==> config.mk <==
export PLATFORM = sky130hd
export DESIGN_NAME = nor_page_reader
export DESIGN_NICKNAME = d
export VERILOG_FILES = /design/src/rtl/nor_rd_pkg.sv /design/src/rtl/nor_rd_datapath.sv /design/src/rtl/nor_rd_control.sv /design/src/rtl/nor_page_reader.sv
export SDC_FILE = /design/constraint.sdc
export NUM_CORES = 1
export LEC_CHECK = 0
export BUFFER_PORTS_ARGS = -buffer_cell sky130_fd_sc_hd__buf_2
export CORE_MARGIN = 2
export CORE_UTILIZATION = 49
export CTS_CLUSTER_SIZE = 14
export DETAILED_ROUTE_END_ITERATION = 16
export GPL_ROUTABILITY_DRIVEN = 0
export GPL_TIMING_DRIVEN = 0
export PLACE_DENSITY = 0.78
export SKIP_CTS_REPAIR_TIMING = 1
export SLEW_MARGIN = 20
export SYNTH_ARGS = -nofsm -noshare
export SYNTH_HDL_FRONTEND = slang
export SYNTH_SLANG_ARGS = --single-unit
==> constraint.sdc <==
create_clock -name clk -period 1.64 [get_ports clk]
set_input_delay 0.246 -clock clk [delete_from_list [all_inputs] [get_ports clk]]
set_output_delay 0.246 -clock clk [all_outputs]
set_load 0.02 [all_outputs]
==> src/rtl/nor_rd_pkg.sv <==
package nor_rd_pkg;

  // Strobes from the control FSM to the datapath registers
  typedef struct packed {
    logic loadAddr;   // latch request address, mode and page tag
    logic capture;    // sample the memory data bus
  } ctlStrobe_t;

  localparam int unsigned PAGE_BITS = 3;  // eight words per page

endpackage

==> src/rtl/nor_rd_datapath.sv <==
module nor_rd_datapath
  import nor_rd_pkg::*;
#(
  parameter int unsigned ADDR_W = 20,
  parameter int unsigned DATA_W = 16
) (
  input  logic              clk,
  input  logic              rstN,
  input  ctlStrobe_t        strobe,
  input  logic [ADDR_W-1:0] reqAddr,
  input  logic              reqByteMode,
  input  logic              reqByteSel,
  input  logic [DATA_W-1:0] memData,
  output logic [ADDR_W-1:0] memAddr,
  output logic              memLsb,
  output logic              memByteN,
  output logic              tagMatch,
  output logic [DATA_W-1:0] rspData
);

  localparam int unsigned TAG_W  = ADDR_W - PAGE_BITS;
  localparam int unsigned HALF_W = DATA_W / 2;

  logic [ADDR_W-1:0] addrReg;
  logic [TAG_W-1:0]  openTag;
  logic              byteModeReg;
  logic              byteSelReg;
  logic [DATA_W-1:0] dataReg;

  always_ff @(posedge clk or negedge rstN) begin
    if (!rstN) begin
      addrReg     <= '0;
      openTag     <= '0;
      byteModeReg <= 1'b0;
      byteSelReg  <= 1'b0;
    end else if (strobe.loadAddr) begin
      addrReg     <= reqAddr;
      openTag     <= reqAddr[ADDR_W-1:PAGE_BITS];
      byteModeReg <= reqByteMode;
      byteSelReg  <= reqByteSel;
    end
  end

  // Byte reads use only the low lane of the bus; the upper lane is cleared
  always_ff @(posedge clk or negedge rstN) begin
    if (!rstN) begin
      dataReg <= '0;
    end else if (strobe.capture) begin
      if (byteModeReg) begin
        dataReg <= {{(DATA_W-HALF_W){1'b0}}, memData[HALF_W-1:0]};
      end else begin
        dataReg <= memData;
      end
    end
  end

  assign tagMatch = (reqAddr[ADDR_W-1:PAGE_BITS] == openTag);
  assign memAddr  = addrReg;
  assign memLsb   = byteModeReg & byteSelReg;
  assign memByteN = ~byteModeReg;
  assign rspData  = dataReg;

endmodule

==> src/rtl/nor_rd_control.sv <==
module nor_rd_control
  import nor_rd_pkg::*;
#(
  parameter int unsigned FULL_LAT = 6,
  parameter int unsigned PAGE_LAT = 2,
  parameter int unsigned IDLE_LIM = 8
) (
  input  logic       clk,
  input  logic       rstN,
  input  logic       reqValid,
  input  logic       tagMatch,
  output logic       reqReady,
  output ctlStrobe_t strobe,
  output logic       memCeN,
  output logic       memOeN,
  output logic       rspValid
);

  localparam int unsigned LAT_W  = $clog2(FULL_LAT + 1);
  localparam int unsigned IDLE_W = $clog2(IDLE_LIM + 1);

  typedef enum logic {StIdle, StWait} ctlState_t;

  ctlState_t         state;
  logic [LAT_W-1:0]  waitCnt;
  logic [IDLE_W-1:0] idleCnt;
  logic              ceOn;
  logic              pageValid;
  logic              accept;
  logic              pageHit;
  logic              lastWait;

  assign accept   = reqValid && (state == StIdle);
  assign pageHit  = pageValid && ceOn && tagMatch;
  assign lastWait = (state == StWait) && (waitCnt == LAT_W'(1));

  always_ff @(posedge clk or negedge rstN) begin
    if (!rstN) begin
      state     <= StIdle;
      waitCnt   <= '0;
      idleCnt   <= '0;
      ceOn      <= 1'b0;
      pageValid <= 1'b0;
      rspValid  <= 1'b0;
    end else begin
      rspValid <= 1'b0;
      case (state)
        StIdle: begin
          if (accept) begin
            state     <= StWait;
            waitCnt   <= pageHit ? LAT_W'(PAGE_LAT) : LAT_W'(FULL_LAT);
            ceOn      <= 1'b1;
            pageValid <= 1'b1;
            idleCnt   <= '0;
          end else if (ceOn) begin
            if (idleCnt == IDLE_W'(IDLE_LIM - 1)) begin
              ceOn      <= 1'b0;
              pageValid <= 1'b0;
              idleCnt   <= '0;
            end else begin
              idleCnt <= idleCnt + 1'b1;
            end
          end
        end
        StWait: begin
          if (lastWait) begin
            state    <= StIdle;
            rspValid <= 1'b1;
          end else begin
            waitCnt <= waitCnt - 1'b1;
          end
        end
        default: state <= StIdle;
      endcase
    end
  end

  always_comb begin
    strobe          = '0;
    strobe.loadAddr = accept;
    strobe.capture  = lastWait;
  end

  assign reqReady = (state == StIdle);
  assign memCeN   = ~ceOn;
  assign memOeN   = (state != StWait);

endmodule

==> src/rtl/nor_page_reader.sv <==
module nor_page_reader
  import nor_rd_pkg::*;
#(
  parameter int unsigned ADDR_W   = 20,
  parameter int unsigned DATA_W   = 16,
  parameter int unsigned FULL_LAT = 6,
  parameter int unsigned PAGE_LAT = 2,
  parameter int unsigned IDLE_LIM = 8
) (
  input  logic              clk,
  input  logic              rstN,
  input  logic              reqValid,
  output logic              reqReady,
  input  logic [ADDR_W-1:0] reqAddr,
  input  logic              reqByteMode,
  input  logic              reqByteSel,
  output logic              rspValid,
  output logic [DATA_W-1:0] rspData,
  output logic              memCeN,
  output logic              memOeN,
  output logic              memWeN,
  output logic              memByteN,
  output logic [ADDR_W-1:0] memAddr,
  output logic              memLsb,
  input  logic [DATA_W-1:0] memData
);

  ctlStrobe_t strobe;
  logic       tagMatch;

  nor_rd_control #(
    .FULL_LAT(FULL_LAT),
    .PAGE_LAT(PAGE_LAT),
    .IDLE_LIM(IDLE_LIM)
  ) u_control (
    .clk      (clk),
    .rstN     (rstN),
    .reqValid (reqValid),
    .tagMatch (tagMatch),
    .reqReady (reqReady),
    .strobe   (strobe),
    .memCeN   (memCeN),
    .memOeN   (memOeN),
    .rspValid (rspValid)
  );

  nor_rd_datapath #(
    .ADDR_W(ADDR_W),
    .DATA_W(DATA_W)
  ) u_datapath (
    .clk         (clk),
    .rstN        (rstN),
    .strobe      (strobe),
    .reqAddr     (reqAddr),
    .reqByteMode (reqByteMode),
    .reqByteSel  (reqByteSel),
    .memData     (memData),
    .memAddr     (memAddr),
    .memLsb      (memLsb),
    .memByteN    (memByteN),
    .tagMatch    (tagMatch),
    .rspData     (rspData)
  );

  assign memWeN = 1'b1;

endmodule

* Yosys cells after proc, flatten, opt, wreduce, memory -nomap -nowiden
Index checks and enable logic that the tools add are counted.
Storage, ports and cells: flip-flop bits (word level) 66, bits of input ports 41, output and inout port bits 43
Cells by class: $add $sub $neg 2, eq/ne operators 5, mux-type cells 19, bitwise gates (word level) 4, reductions and logical operators 9
Operators with widths (number):
- 17-bit equality test | 1
- 16-bit 2-to-1 mux | 1
- 4-bit 2-to-1 mux | 3
- 1-bit 2-to-1 mux | 10
- 3-bit 2-to-1 mux | 3
- 3-bit case mux with 2 select lines | 1
- 4-bit by 1-bit adder with 4-bit output (second input constant) | 1
- 4-bit by 3-bit equality test with 1-bit output (second input constant) | 1
- 1-bit logical AND | 4
- 2-bit AND reduction | 2
- 2-bit nonzero test | 2
- 3-bit by 1-bit equality test with 1-bit output (second input constant) | 1
- 1-bit NOT | 3
- 3-bit AND reduction | 1
- 3-bit by 1-bit subtractor with 3-bit output (second input constant) | 1
- 2-bit by 1-bit inequality test with 1-bit output (second input constant) | 1
- 2-bit inequality test (second input constant) | 1
- 1-bit case mux with 2 select lines | 1
- 1-bit bitwise AND | 1

* Longest topological paths before layout
word-level depth 5, depth in mapped cells 8, mapped depth without buffers 7

* Hierarchy
Synthesis repeated with hierarchy kept, for this count alone.
Second synthesis, totals: cell total of the unflattened synthesis 178, area, all modules 2232.1 um^2
By module, submodules not included:
- nor_rd_datapath | instances 1, cells each 114, area an instance 1626.6 um^2, sequential area each 950.9 um^2
- nor_rd_control | instances 1, cells each 62, area an instance 594.3 um^2, sequential area each 275.3 um^2
- nor_page_reader | instances 1, cells each 2, area an instance 11.3 um^2, sequential area each 0.0 um^2

* Worst setup path after synthesis
OpenSTA, ideal clock, no wires.
kind reg2reg, start register u_control.waitCnt[1], end register u_datapath.dataReg[13] (netlist: u_datapath.rspData[13]), setup time 0.121 ns, arrival 1.308 ns, setup slack 0.211 ns, cell stages (with the launch flop) 9, path buffers 2, period minus slack after synthesis 1.429 ns, cell sequence dfrtp_1 inv_1 ha_1 nand2b_4 or2_1 buf_6 buf_2 nand2_1 o21ai_1
Between the ends: longest elaborated chain between the ends 2
Ends and longest elaborated chain:
- start, declared | line nor_rd_control.sv:25 | logic [LAT_W-1:0] waitCnt;
- start signal, assigned | line nor_rd_control.sv:51 | waitCnt <= pageHit ? LAT_W'(PAGE_LAT) : LAT_W'(FULL_LAT);
- start signal, assigned | line nor_rd_control.sv:70 | waitCnt <= waitCnt - 1'b1;
- 3-bit by 1-bit equality test with 1-bit output | line nor_rd_control.sv:35 | assign lastWait = (state == StWait) && (waitCnt == LAT_W'(1));
- 1-bit logical AND | line nor_rd_control.sv:35
- end signal, assigned | line nor_rd_datapath.sv:50 | dataReg <= {{(DATA_W-HALF_W){1'b0}}, memData[HALF_W-1:0]};
- end signal, assigned | line nor_rd_datapath.sv:52 | dataReg <= memData;
- end, declared | line nor_rd_datapath.sv:28 | logic [DATA_W-1:0] dataReg;
Every way passes these cells. A chain may end at the register's enable or synchronous reset.

* Final worst setup path
Same ends and word-level chain as after synthesis.

==> flow_metrics.py <==
metrics = {
    "synth": {
        "synthFlopType": "dfrtp_1",
        "synth_area_sq_um": 2310,
        "synth_warnings": 0,
        "synth_top_area_frac": 0.532,
        "async_flop_share": 1.00,
        "syn_avg_cell_area_sq_um": 11.4,
        "syn_nets": 247,
        "yosysSeqAreaShare": 0.532,
        "synth_cell_types": 36,
        "synth.most_common_cell": "dfrtp_1",
        "ys_ff_latch": 49,
        "synth_area_leaders": "dfrtp_1 (53%), mux2_4 (10%), nand2_1 (7.7%)",
        "synth_edf_count": 0,
        "yosys.area.top_type": "dfrtp_1",
        "synthesis.instances": 203,
        "synth_common_cells": "dfrtp_1 (49), nand2_1 (47), mux2_4 (16), xor2_1 (12), o21ai_1 (10)",
    },
    "clocking": {
        "clock-root-buffer": "clkbuf_8",
        "cts_tree": "built",
        "clockBufferDepth": 2,
        "clk-insertion-delay-late_ns": 0.29,
        "cts.sinks": 49,
        "numCtsBuffers": 5,
        "cts.clk_slew.worst_paths_ns": 0.08,
        "htreeDepth": 2,
    },
    "timing": {
        "final_max_slew_viol_count": 0,
        "worst_pin_slew_ns": 0.592,
        "max_freq_mhz": 658,
        "fin_skew_ns": 0.00551,
        "slew_headroom": 0.605,
        "hold_viol": 49,
        "post-route-worst-setup-slack_ns": 0.121,
        "holdWs_ns": -0.0492,
        "setup-tns-final_ns": 0,
        "finalCriticalPeriod_ns": 1.52,
        "rsz0062_at_grt": "no",
        "period_share": 0.926,
        "setup_viol": 0,
    },
    "finish": {
        "area_growth_pct": 24.3,
        "drive_gt1_frac": 0.399,
        "postLayoutCoreUtil": 0.645,
        "nets": 336,
        "antennaDiodeCount": 0,
    },
    "critical_path": {
        "critPathMaxFanout": 10,
        "critPathLaunchType": "register",
        "endpoint_kind": "register",
        "cp_data_required_time_ns": 1.81,
        "worst-r2r-cell-count": 8,
        "path_class": "register to register",
        "crit_arrival_ns": 1.69,
    },
    "floorplan": {
        "die_h_um": 72.6,
        "die-area_sq_um": 5270,
        "initial_core_util": 0.519,
        "core_sq_um": 4440,
        "die_x_um": 72.6,
        "ios": 84,
        "rows": 24,
    },
    "detailed_routing": {
        "drt_iter0_markers": 80,
        "ant_nets": 0,
        "drt_wl_total_um": 4340,
        "vias": 1682,
        "wire_per_inst_um": 12.6,
        "post_drt_via_cell_ratio": 4.88,
        "drt_pass1_iterations": 4,
        "drc": 0,
    },
    "global_routing": {
        "grt_usage": 0.168,
        "overflow": 0,
        "antenna_found_initial": 0,
        "grt_max_degree": 50,
        "grt_pass1_vias": 1580,
        "grt_pass1_wl_um": 6990,
    },
    "pwr": {
        "cellPowerDensity_nw_per_um2": 1990,
        "irDropWorstVdd_v": 0.00113,
        "leakage_nw": 1.50,
        "power_w": 0.00571,
    },
    "placed_design": {
        "place_hpwl_um": 3280,
        "place_ws_ns": 0.114,
        "io_buffers": 82,
    },
    "min_path": {
        "worstHoldPathType": "primary input to async pin",
    },
    "run_status": {
        "violations": "hold timing",
        "status": "finished with violations",
    },
    "job": {
        "maxCapViolations": 0,
    },
}
==> state kept, by name, summed over array words and instances, names as in the netlist <==
register and cells:
u_datapath.openTag 16, u_datapath.rspData 16, u_datapath.byteSelReg 1, u_datapath.byteModeReg 1, u_datapath.memAddr 4, u_control.state 1, u_control.rspValid 1, u_control.pageValid 1
u_control.idleCnt 4, u_control.ceOn 1, u_control.waitCnt 3
==> kinds of logic after synthesis <==
group | Yosys count | synth area share
AOI/OAI and AO/OA | 24 | 0.0591
other | 1 | 0.00163
DFF | 49 | 0.532
buffers and inverters | 15 | 0.0472
adders and majority gates | 3 | 0.0163
xor gates and xnor gates | 17 | 0.0646
and+or+nand+nor | 70 | 0.137
muxes | 24 | 0.142
==> routing by layer <==
layer	global-route usage	part of all wire
met5	0	0
met4	0.0432	0.0065
met3	0.0525	0.085
met2	0.273	0.45
met1	0.219	0.46
==> worst max-delay path, stage by stage (launching register included) <==
cell and delay, ns:
dfrtp_1 0.37, inv_1 0.09, ha_2 0.21, nand2b_4 0.06
or2_1 0.21, buf_6 0.14, buf_2 0.17, nand2_1 0.07
o21ai_1 0.06
==> power by group <==
group	switching (W)	total [W]	internal, W	leakage, nW
combinational	0.00157	0.00286	0.00129	0.873
clock	0.000356	0.000659	0.000304	0.0395
sequential	0.000407	0.00219	0.00179	0.589
total	0.00233	0.00571	0.00338	1.50
==> worst paths after layout <==
check	start	end	slack [ns]
worst max-delay path	u_control.waitCnt[1]	u_datapath.rspData[13]	0.12
max in group asynchronous	rstN	u_control.waitCnt[1]	1.28
min in group clk	memData[6]	u_datapath.rspData[6]	0.15
worst min-delay path	rstN	u_control.idleCnt[0]	-0.05
worst min register to register	u_datapath.rspData[4]	u_datapath.rspData[4]	0.47
worst max register to register	u_control.waitCnt[1]	u_datapath.rspData[13]	0.12
==> layout by cell type (no fill, tap or decap), drive strengths merged, types with 3 or more instances in the layout <==
master / instances
nand2b: 3
nand4: 3
nor2: 5
inv: 5
clkbuf: 8
nand2: 47
xor2: 12
o21ai: 17
ha: 3
xnor2: 5
buf: 91
a22oi: 3
mux2: 22
dfrtp: 49
==> metrics by stage <==
stage | cell area (sq um) | cells | hold WS, ns
after floorplan | 2310 | 203 | -0.0496
after detailed placement | 2780 | 337 | 0.442
after global routing | 2870 | 345 | 0.00362
after global placement | 2780 | 337 | 0.444
after CTS | 2860 | 345 | 0.135
final | 2870 | 345 | -0.0492
==> cell type report <==
cell class | instances | area [sq um]
Tap cell | 52 | 65.1
Fill cell | 399 | 1580
Inverter | 6 | 25.0
Multi-Input combinational cell | 139 | 973
Clock buffer | 8 | 80.1
Timing Repair Buffer | 82 | 413
Buffer | 9 | 83.8
Sequential cell | 49 | 1230
Power figures use the tool's default switching activity.
